**config.mk**
```make
export PLATFORM = sky130hd
export DESIGN_NAME = clkreg_bank
export DESIGN_NICKNAME = d
export VERILOG_FILES = /design/src/rtl/clkreg_pkg.sv /design/src/rtl/clkreg_decode.sv /design/src/rtl/clkreg_wfilter.sv /design/src/rtl/clkreg_lock.sv /design/src/rtl/clkreg_bank.sv
export SDC_FILE = /design/constraint.sdc
export NUM_CORES = 1
export LEC_CHECK = 0
export CAP_MARGIN = 0
export CORE_MARGIN = 2
export CORE_UTILIZATION = 30
export DETAILED_ROUTE_END_ITERATION = 8
export PLACE_DENSITY = 0.57
export SYNTH_ARGS = -nofsm -noshare
export SYNTH_HDL_FRONTEND = slang
export SYNTH_HIERARCHICAL = 1
export SYNTH_SLANG_ARGS = --single-unit
```
**constraint.sdc**
```tcl
create_clock -name clk -period 8.1 [get_ports clk]
set_input_delay 0.81 -clock clk [delete_from_list [all_inputs] [get_ports clk]]
set_output_delay 0.81 -clock clk [all_outputs]
set_load 0.02 [all_outputs]
```
**src/rtl/clkreg_pkg.sv**
```systemverilog
package clkreg_pkg;

  localparam int          KEY_LSB    = 24;
  localparam logic [7:0]  KEY_VALUE  = 8'h5A;
  localparam int          ANARST_BIT = 8;
  localparam int          PWRDN_BIT  = 16;

  typedef enum logic [2:0] {
    K_NONE, K_PLLCM, K_PLLANA, K_CHAN, K_MUXCTL, K_MUXDIV, K_LOCK
  } kind_e;

  typedef struct packed {
    kind_e      kind;
    logic [7:0] idx;
  } slot_t;

  function automatic logic key_ok(input logic [31:0] d);
    return d[31:KEY_LSB] == KEY_VALUE;
  endfunction

  function automatic logic [23:0] strip_key(input logic [31:0] d);
    return d[KEY_LSB-1:0];
  endfunction

  function automatic logic locked(input logic [23:0] cm, input logic [23:0] ana);
    return !cm[ANARST_BIT] && !ana[PWRDN_BIT];
  endfunction

endpackage

```
**src/rtl/clkreg_decode.sv**
```systemverilog
module clkreg_decode
  import clkreg_pkg::*;
#(
  parameter int ADDR_W     = 8,
  parameter int NUM_PLL    = 5,
  parameter int CH_PER_PLL = 2,
  parameter int NUM_MUX    = 4
) (
  input  logic [ADDR_W-1:0] addr,
  output slot_t             slot,
  output logic              aligned
);
  localparam int NUM_CH   = NUM_PLL * CH_PER_PLL;
  localparam int CM_BASE  = 0;
  localparam int ANA_BASE = 8;
  localparam int CH_BASE  = 16;
  localparam int MUX_BASE = 32;
  localparam int NWORDS   = 1 << (ADDR_W - 2);
  localparam int LOCK_W   = NWORDS - 1;

  int w;

  always_comb begin
    w            = int'(addr[ADDR_W-1:2]);
    aligned      = (addr[1:0] == 2'b00);
    slot.kind    = K_NONE;
    slot.idx     = 8'd0;
    if (w >= CM_BASE && w < CM_BASE + NUM_PLL) begin
      slot.kind = K_PLLCM;
      slot.idx  = 8'(w - CM_BASE);
    end else if (w >= ANA_BASE && w < ANA_BASE + NUM_PLL) begin
      slot.kind = K_PLLANA;
      slot.idx  = 8'(w - ANA_BASE);
    end else if (w >= CH_BASE && w < CH_BASE + NUM_CH) begin
      slot.kind = K_CHAN;
      slot.idx  = 8'(w - CH_BASE);
    end else if (w >= MUX_BASE && w < MUX_BASE + 2 * NUM_MUX) begin
      slot.kind = ((w - MUX_BASE) % 2 == 0) ? K_MUXCTL : K_MUXDIV;
      slot.idx  = 8'((w - MUX_BASE) / 2);
    end else if (w == LOCK_W) begin
      slot.kind = K_LOCK;
    end
  end

endmodule

```
**src/rtl/clkreg_wfilter.sv**
```systemverilog
module clkreg_wfilter
  import clkreg_pkg::*;
(
  input  logic        wr_en,
  input  logic [31:0] wr_data,
  input  logic        aligned,
  input  slot_t       slot,
  output logic        accept,
  output logic [23:0] value
);
  logic writable;

  always_comb begin
    writable = (slot.kind != K_NONE) && (slot.kind != K_LOCK);
    accept   = wr_en && aligned && writable && key_ok(wr_data);
    value    = strip_key(wr_data);
  end

endmodule

```
**src/rtl/clkreg_lock.sv**
```systemverilog
module clkreg_lock #(
  parameter int NUM_PLL = 5
) (
  input  logic [NUM_PLL-1:0] anarst,
  input  logic [NUM_PLL-1:0] pwrdn,
  output logic [NUM_PLL-1:0] lock
);
  for (genvar i = 0; i < NUM_PLL; i++) begin : g_lk
    assign lock[i] = ~anarst[i] & ~pwrdn[i];
  end
endmodule

```
**src/rtl/clkreg_bank.sv**
```systemverilog
module clkreg_bank
  import clkreg_pkg::*;
#(
  parameter int          ADDR_W      = 8,
  parameter int          NUM_PLL     = 5,
  parameter int          CH_PER_PLL  = 2,
  parameter int          NUM_MUX     = 4,
  parameter logic [23:0] ANA_RST_VAL = 24'h01_0000
) (
  input  logic                          clk,
  input  logic                          rst_n,
  input  logic                          wr_en,
  input  logic [ADDR_W-1:0]             wr_addr,
  input  logic [31:0]                   wr_data,
  input  logic [ADDR_W-1:0]             rd_addr,
  output logic [31:0]                   rd_data,
  output logic [NUM_PLL-1:0]            pll_upd,
  output logic [NUM_PLL*CH_PER_PLL-1:0] chan_upd,
  output logic [NUM_MUX-1:0]            mux_upd
);
  localparam int NUM_CH = NUM_PLL * CH_PER_PLL;

  slot_t       wslot, rslot;
  logic        waligned, raligned;
  logic        w_accept;
  logic [23:0] w_value;

  logic [23:0] cm_q   [NUM_PLL];
  logic [23:0] ana_q  [NUM_PLL];
  logic [23:0] ch_q   [NUM_CH];
  logic [23:0] mctl_q [NUM_MUX];
  logic [23:0] mdiv_q [NUM_MUX];

  logic [NUM_PLL-1:0] anarst_v, pwrdn_v, lock_w;
  logic [NUM_PLL-1:0] pll_nxt;
  logic [NUM_CH-1:0]  chan_nxt;
  logic [NUM_MUX-1:0] mux_nxt;

  clkreg_decode #(.ADDR_W(ADDR_W), .NUM_PLL(NUM_PLL), .CH_PER_PLL(CH_PER_PLL),
                  .NUM_MUX(NUM_MUX)) u_wdec (
    .addr(wr_addr), .slot(wslot), .aligned(waligned));

  clkreg_decode #(.ADDR_W(ADDR_W), .NUM_PLL(NUM_PLL), .CH_PER_PLL(CH_PER_PLL),
                  .NUM_MUX(NUM_MUX)) u_rdec (
    .addr(rd_addr), .slot(rslot), .aligned(raligned));

  clkreg_wfilter u_filt (
    .wr_en(wr_en), .wr_data(wr_data), .aligned(waligned), .slot(wslot),
    .accept(w_accept), .value(w_value));

  // Storage, one generate loop per word class
  for (genvar i = 0; i < NUM_PLL; i++) begin : g_pll
    always_ff @(posedge clk) begin
      if (!rst_n) begin
        cm_q[i]  <= '0;
        ana_q[i] <= ANA_RST_VAL;
      end else if (w_accept && wslot.idx == 8'(i)) begin
        if (wslot.kind == K_PLLCM)  cm_q[i]  <= w_value;
        if (wslot.kind == K_PLLANA) ana_q[i] <= w_value;
      end
    end
    assign anarst_v[i] = cm_q[i][ANARST_BIT];
    assign pwrdn_v[i]  = ana_q[i][PWRDN_BIT];
    assign pll_nxt[i]  = w_accept && wslot.idx == 8'(i) &&
                         (wslot.kind == K_PLLCM || wslot.kind == K_PLLANA);
  end

  for (genvar c = 0; c < NUM_CH; c++) begin : g_ch
    always_ff @(posedge clk) begin
      if (!rst_n)
        ch_q[c] <= '0;
      else if (w_accept && wslot.kind == K_CHAN && wslot.idx == 8'(c))
        ch_q[c] <= w_value;
    end
    assign chan_nxt[c] = w_accept &&
      ((wslot.kind == K_CHAN  && wslot.idx == 8'(c)) ||
       (wslot.kind == K_PLLCM && wslot.idx == 8'(c / CH_PER_PLL)));
  end

  for (genvar m = 0; m < NUM_MUX; m++) begin : g_mux
    always_ff @(posedge clk) begin
      if (!rst_n) begin
        mctl_q[m] <= '0;
        mdiv_q[m] <= '0;
      end else if (w_accept && wslot.idx == 8'(m)) begin
        if (wslot.kind == K_MUXCTL) mctl_q[m] <= w_value;
        if (wslot.kind == K_MUXDIV) mdiv_q[m] <= w_value;
      end
    end
    assign mux_nxt[m] = w_accept && wslot.idx == 8'(m) &&
                        (wslot.kind == K_MUXCTL || wslot.kind == K_MUXDIV);
  end

  always_ff @(posedge clk) begin
    if (!rst_n) begin
      pll_upd  <= '0;
      chan_upd <= '0;
      mux_upd  <= '0;
    end else begin
      pll_upd  <= pll_nxt;
      chan_upd <= chan_nxt;
      mux_upd  <= mux_nxt;
    end
  end

  clkreg_lock #(.NUM_PLL(NUM_PLL)) u_lock (
    .anarst(anarst_v), .pwrdn(pwrdn_v), .lock(lock_w));

  // Read mux
  always_comb begin
    rd_data = '0;
    if (raligned) begin
      unique case (rslot.kind)
        K_LOCK: rd_data = {{(32-NUM_PLL){1'b0}}, lock_w};
        K_PLLCM:
          for (int i = 0; i < NUM_PLL; i++)
            if (rslot.idx == 8'(i)) rd_data = {8'h00, cm_q[i]};
        K_PLLANA:
          for (int i = 0; i < NUM_PLL; i++)
            if (rslot.idx == 8'(i)) rd_data = {8'h00, ana_q[i]};
        K_CHAN:
          for (int i = 0; i < NUM_CH; i++)
            if (rslot.idx == 8'(i)) rd_data = {8'h00, ch_q[i]};
        K_MUXCTL:
          for (int i = 0; i < NUM_MUX; i++)
            if (rslot.idx == 8'(i)) rd_data = {8'h00, mctl_q[i]};
        K_MUXDIV:
          for (int i = 0; i < NUM_MUX; i++)
            if (rslot.idx == 8'(i)) rd_data = {8'h00, mdiv_q[i]};
        default: rd_data = '0;
      endcase
    end
  end


  bad_key_no_strobe_chk: assert property (@(posedge clk) disable iff (!rst_n)
    (wr_en && wr_data[31:24] != KEY_VALUE) |=>
      (pll_upd == '0 && chan_upd == '0 && mux_upd == '0));


  misaligned_no_strobe_chk: assert property (@(posedge clk) disable iff (!rst_n)
    (wr_en && wr_addr[1:0] != 2'b00) |=>
      (pll_upd == '0 && chan_upd == '0 && mux_upd == '0));


  top_byte_zero_chk: assert property (@(posedge clk) disable iff (!rst_n)
    rd_data[31:24] == 8'h00);


  cm_fanout_chk: assert property (@(posedge clk) disable iff (!rst_n)
    (w_accept && wslot.kind == K_PLLCM) |=>
      ($countones(chan_upd) == CH_PER_PLL && $countones(pll_upd) == 1));


  mux_onehot_chk: assert property (@(posedge clk) disable iff (!rst_n)
    $onehot0(mux_upd));


  pll_onehot_chk: assert property (@(posedge clk) disable iff (!rst_n)
    $onehot0(pll_upd));


  for (genvar i = 0; i < NUM_PLL; i++) begin : g_lock_chk
    lock_clear_chk: assert property (@(posedge clk) disable iff (!rst_n)
      (cm_q[i][ANARST_BIT] || ana_q[i][PWRDN_BIT]) |-> !lock_w[i]);
  end

endmodule

```
==> Yosys cells after proc, flatten, opt, wreduce, memory -nomap -nowiden <==
Memory sizes are Yosys's and may differ from the RTL's.
Cells that the tools add are included.
{ "op_classes": {"addsub": 8, "order_cmp": 14, "n_eq_ne": 33, "mux": 161, "bitwise_logic": 45, "n_reduce_logical": 79} }
{ "op_table": {"columns": ["op", "n"], "rows": [
  ["24-bit 2-to-1 mux", 33],
  ["32-bit 2-to-1 mux", 24],
  ["32-bit one-hot mux with 6 select lines", 1],
  ["1-bit 2-to-1 mux", 91],
  ["11-bit 2-to-1 mux", 6],
  ["8-bit by 3-bit == test with 1-bit output, second input constant", 8],
  ["32-bit logical NOT", 2],
  ["1-bit logical AND", 60],
  ["8-bit by 2-bit == test with 1-bit output, second input constant", 4],
  ["8-bit by 4-bit == test with 1-bit output, second input constant", 4],
  ["1-bit bitwise OR", 28],
  ["8-bit by 1-bit adder with 8-bit output", 2],
  ["8-bit by 1-bit == test with 1-bit output, second input constant", 2],
  ["8-bit logical NOT", 2],
  ["8-bit 2-to-1 mux", 2],
  ["3-bit == test, second input constant", 5],
  ["6-bit by 4-bit subtractor with 7-bit output, second input constant", 2],
  ["6-bit by 5-bit subtractor with 7-bit output, second input constant", 2],
  ["6-bit by 6-bit subtractor with 7-bit output, second input constant", 2],
  ["3-bit by 2-bit == test with 1-bit output, second input constant", 4],
  ["6-bit by 1-bit == test with 1-bit output, second input constant", 2],
  ["6-bit by 4-bit greater-or-equal comparator with 1-bit output, second input constant", 2],
  ["6-bit by 5-bit greater-or-equal comparator with 1-bit output, second input constant", 2],
  ["6-bit greater-or-equal comparator, second input constant", 2],
  ["other kinds (13)", 48]
]} }
{ "totals": {"register_bits": 19, "ramBits": 672, "inputBits": 51, "out_inout_bits": 51, "wordCells": 348, "memories": 5} }
{ "mem_list": {"columns": ["memory", "words", "width", "read_ports", "rd_ports_with_merged_regs", "wr", "line_no", "rtl"], "rows": [
  ["ch_q", 10, 24, 10, 0, 10, "clkreg_bank.sv:30", "logic [23:0] ch_q [NUM_CH];"],
  ["ana_q", 5, 24, 5, 0, 5, "clkreg_bank.sv:29", "logic [23:0] ana_q [NUM_PLL];"],
  ["cm_q", 5, 24, 5, 0, 5, "clkreg_bank.sv:28", "logic [23:0] cm_q [NUM_PLL];"],
  ["mctl_q", 4, 24, 4, 0, 4, "clkreg_bank.sv:31", "logic [23:0] mctl_q [NUM_MUX];"],
  ["mdiv_q", 4, 24, 4, 0, 4, "clkreg_bank.sv:32", "logic [23:0] mdiv_q [NUM_MUX];"]
]} }

==> Depth between registers and ports, before layout <==
{ "logic_depth": {"depth_word": 21, "ltp_mapped": 20, "mapped_depth_nobuf": 14} }

==> Modules after synthesis <==
The synthesis kept the hierarchy.
{ "by_module_without_submodules": {"columns": ["module", "n_inst", "cells_per_inst", "area_per_inst_um2", "seq_area_each_um2"], "rows": [
  ["clkreg_bank", 1, 2483, 32323.5, 20559.7],
  ["clkreg_decode at u_rdec", 1, 86, 635.6, 0.0],
  ["clkreg_decode at u_wdec", 1, 86, 631.9, 0.0],
  ["clkreg_wfilter", 1, 29, 229.0, 0.0],
  ["clkreg_lock", 1, 5, 18.8, 0.0]
]} }

==> Least setup slack after synthesis <==
Ideal clock, no wire load.
{ "synth_timing": {"path_kind": "input-to-reg", "from": "input wr_addr[5]", "to": "memory ana_q[3][0] (enable)", "setup_ps": 438, "arrival_ps": 5688, "required_time_ps": 7662, "setup_slack_ps": 1974, "stages": 15, "n_path_buf": 3, "cell_sequence": "clkbuf_1 > inv_1 > ha_1 > ha_1 > nor2b_1 > a32o_1 > clkbuf_1 > nor2_1 > a21oi_1 > xor2_1 > o2111a_1 > nor3b_1 > nand4_1 > clkbuf_1 > o21ai_0"} }
{ "synth_lines": {"columns": ["item", "line_no", "rtl"], "rows": [
  ["from (decl)", "clkreg_bank.sv:13", "input logic [ADDR_W-1:0] wr_addr,"],
  ["to (decl)", "clkreg_bank.sv:29", null]
]} }

==> impl_metrics.py <==
metrics = {
    "hold_path": {
        "min_from": "rst_n",
        "min-delay-path-class": "in2reg",
    },
    "yosys": {
        "seq_area_frac_synth_pct": 60.8,
        "synth.distinct_cells": 93,
        "synthTopCellsByCount": "edfxtp_1, and2_1, clkbuf_1",
        "synth_ff_type": "edfxtp_1",
        "synthTopCellsByArea": "edfxtp_1, and2_1, mux2i_1",
        "syn_inst": 2689,
        "ys_async_sr_fraction_pct": 0,
        "synth_most_common_cell": "edfxtp_1",
        "synth_top_cell_by_area": "edfxtp_1",
        "synth_top_area_share_pct": 59.6,
        "yosys_warnings": 6,
        "synth_edf_count": 672,
        "synth-seq-cells": 691,
        "synth_area_mm2": 0.0338,
        "syn_avg_cell_area_um2": 12.6,
    },
    "floorplanning": {
        "die_w_um": 340,
        "core_mm2": 0.112,
        "start_util_pct": 30.2,
        "io_pins": 102,
        "rows": 123,
        "die_area_mm2": 0.115,
        "die_h_um": 340,
    },
    "worst_setup_path": {
        "worstSetupPathType": "in2out",
        "path_max_fanout": 21,
        "critPathRequiredTime_ps": 7290,
        "crit_path_start_kind": "primary input",
        "cp-startpoint": "rd_addr[7]",
        "slowest_stage": "clkdlybuf4s50_1",
        "path_cells": "clkdlybuf4s50_1, inv_1, ha_1, and3b_1, a32oi_4, nand3_2, o21ai_4, buf_4, mux4_2, a22oi_1, nor2_1, a2111oi_0, o21ai_0, clkdlybuf4s50_1",
        "cp_data_arrival_time_ps": 6660,
        "crit_top_cell": "clkdlybuf4s50_1",
        "crit_path_end_kind": "output port",
        "cpPeakStageDelay_ps": 780,
        "crit_end": "rd_data[4]",
    },
    "global_routing": {
        "grt_max_degree": 60,
        "grtUsageTotal_pct": 19.4,
        "gr-total-overflow": 0,
        "grt_pass1_vias": 22300,
        "antenna_found_initial": 7,
        "grt_pass1_wl_um": 164000,
    },
    "detailed_routing": {
        "drc_errors": 0,
        "dr.pass1.iters": 5,
        "vias_per_cell": 5.26,
        "ant_nets": 0,
        "wirelength_um": 113000,
        "num_vias": 22600,
        "post_drt_wl_per_cell_um": 26.3,
        "first_iter_violations": 2760,
    },
    "sta": {
        "slew_headroom_pct": 21.6,
        "worst_pin_slew_ps": 1170,
        "hold_viol": 0,
        "setup_viol_count_final": 0,
        "fin_crit_ps": 7470,
        "drv_slew": 0,
        "fin_crit_sh_pct": 92.2,
        "rsz0062_at_grt": "no",
        "setup_slack_ps": 629,
        "timing.fmax_mhz": 134,
        "finalSetupTns_ps": 0,
    },
    "clocking": {
        "clock-root-buffer": "clkbuf_16",
        "clock_sinks": 691,
        "ctsHoldBuffers": 0,
        "post_cts.repair.setup_buffers": 0,
        "cts.htree.levels": 3,
        "cts_resized": 0,
        "clkSlewWorstSetupHoldPaths_ps": 60,
        "cts_tree": "built",
        "clock_path_buffers": 3,
        "cts_buffers": 78,
    },
    "placed_design": {
        "gp_congestion": 0.960,
        "pre_cts_ws_ps": 757,
        "dp_hpwl_um": 71900,
        "io_buffers": 93,
    },
    "finish": {
        "seqCellArea_mm2": 0.0206,
        "syn2layout_area_growth_pct": 15.6,
        "final_nets": 2815,
        "multi_input_area_mm2": 0.0121,
        "drive_above_1_share_pct": 14.0,
        "fill_cells": 10800,
        "post-route-util_pct": 34.9,
    },
    "power_and_ir_drop": {
        "seq_power_share_pct": 47.3,
        "p_leak_nw": 13.5,
        "p_sw_share_pct": 26.3,
        "power_density_mw_per_mm2": 223,
        "clkPwrFrac_pct": 40.4,
        "comb_power_share_pct": 12.2,
        "p_int_w": 0.00643,
        "netSwitchingPower_w": 0.00230,
        "ir_drop_mv": 0.136,
    },
    "outcome": {
        "outcome": "completed",
    },
    "run": {
        "drv_cap": 0,
    },
}
## kinds of logic (layout without fill, tap and decap cells)
group / after synthesis / count (layout) / synth area share (%)
AND/OR/NAND/NOR: 1054 / 1054 / 18.1
flip-flops: 691 / 691 / 60.8
AO/OA/AOI/OAI: 429 / 429 / 8.42
buffers and inverters: 279 / 384 / 4.03
multiplexers: 208 / 208 / 7.73
adder cells (fa/ha/maj): 22 / 22 / 0.813
XOR/XNOR: 5 / 5 / 0.129
other: 1 / 11 / 0.0111
## how the worst min path moves through the flow
stage,endpoint,depth (start not counted)
3_5_place_dp,chan_upd[0]$_SDFF_PN0_,3
3_3_place_gp,chan_upd[0]$_SDFF_PN0_,3
6_report,chan_upd[0]$_SDFF_PN0_,3
5_1_grt,chan_upd[0]$_SDFF_PN0_,3
2_1_floorplan,chan_upd[0]$_SDFF_PN0_,2
4_1_cts,chan_upd[0]$_SDFF_PN0_,3
## power groups by stage
stage | Clock (W) | Combinational (W) | Sequential, W
2_1_floorplan | 0 | 0.000623 | 0.00419
3_3_place_gp | 0 | 0.00105 | 0.00420
3_5_place_dp | 0 | 0.00105 | 0.00421
4_1_cts | 0.00357 | 0.00106 | 0.00413
5_1_grt | 0.00371 | 0.00112 | 0.00415
6_report | 0.00353 | 0.00107 | 0.00413
## registers in the layout (all words and copies together) (netlist names)
signal / count
ana_q: 120
ch_q: 240
mctl_q: 96
mux_upd: 4
mdiv_q: 96
chan_upd: 10
pll_upd: 5
cm_q: 120
## worst max-delay path, delay by kind of cell
kind	cells	cell delay, ps
adders and majority gates	1	310
buffers and inverters	4	2120
muxes	1	600
AOI/OAI and AO/OA	5	2190
and+or+nand+nor	3	600
## cells in the final DEF (no fill, tap or decap), types with 28 or more instances in the layout
cell type,netlist,layout
nand2_1,91,91
nor2_1,121,118
nand3_1,30,30
mux2i_1,133,133
o21ai_0,112,83
a21oi_1,77,77
mux2_2,36,36
mux4_2,39,39
edfxtp_1,672,672
and3_1,30,30
o22ai_1,46,46
and2_1,654,654
a31oi_1,28,28
clkbuf_16,0,78
buf_4,37,126
clkdlybuf4s50_1,0,84
## metrics by stage
stage	power [W]	hold WS, ps	std cells	area [um^2]
2_1_floorplan	0.00482	1030	2696	33900
3_3_place_gp	0.00525	1490	4162	36600
3_5_place_dp	0.00526	1480	4162	36600
4_1_cts	0.00876	808	4301	39100
5_1_grt	0.00898	831	4301	39100
6_report	0.00873	816	4304	39100
## routing by layer
metal | GRT usage, % | vias to the layer above | part of all wire [%]
li1 | - | 9903 | -
met1 | 26.8 | 11400 | 42
met2 | 30.0 | 1101 | 45
met3 | 4.31 | 198 | 9.1
met4 | 6.50 | 6 | 3.4
met5 | 0 | - | 0.047
## final cells by class
type | count | area share (%)
repair buffers | 223 | 5.00
clock inverters | 46 | 1.29
flip-flops and latches | 691 | 52.5
multi-input cells | 1726 | 31.0
diodes | 3 | 0.0192
inverters | 22 | 0.211
well taps | 1500 | 4.80
clock buffers | 93 | 5.13
No activity file was read; power rests on OpenSTA's default activity.
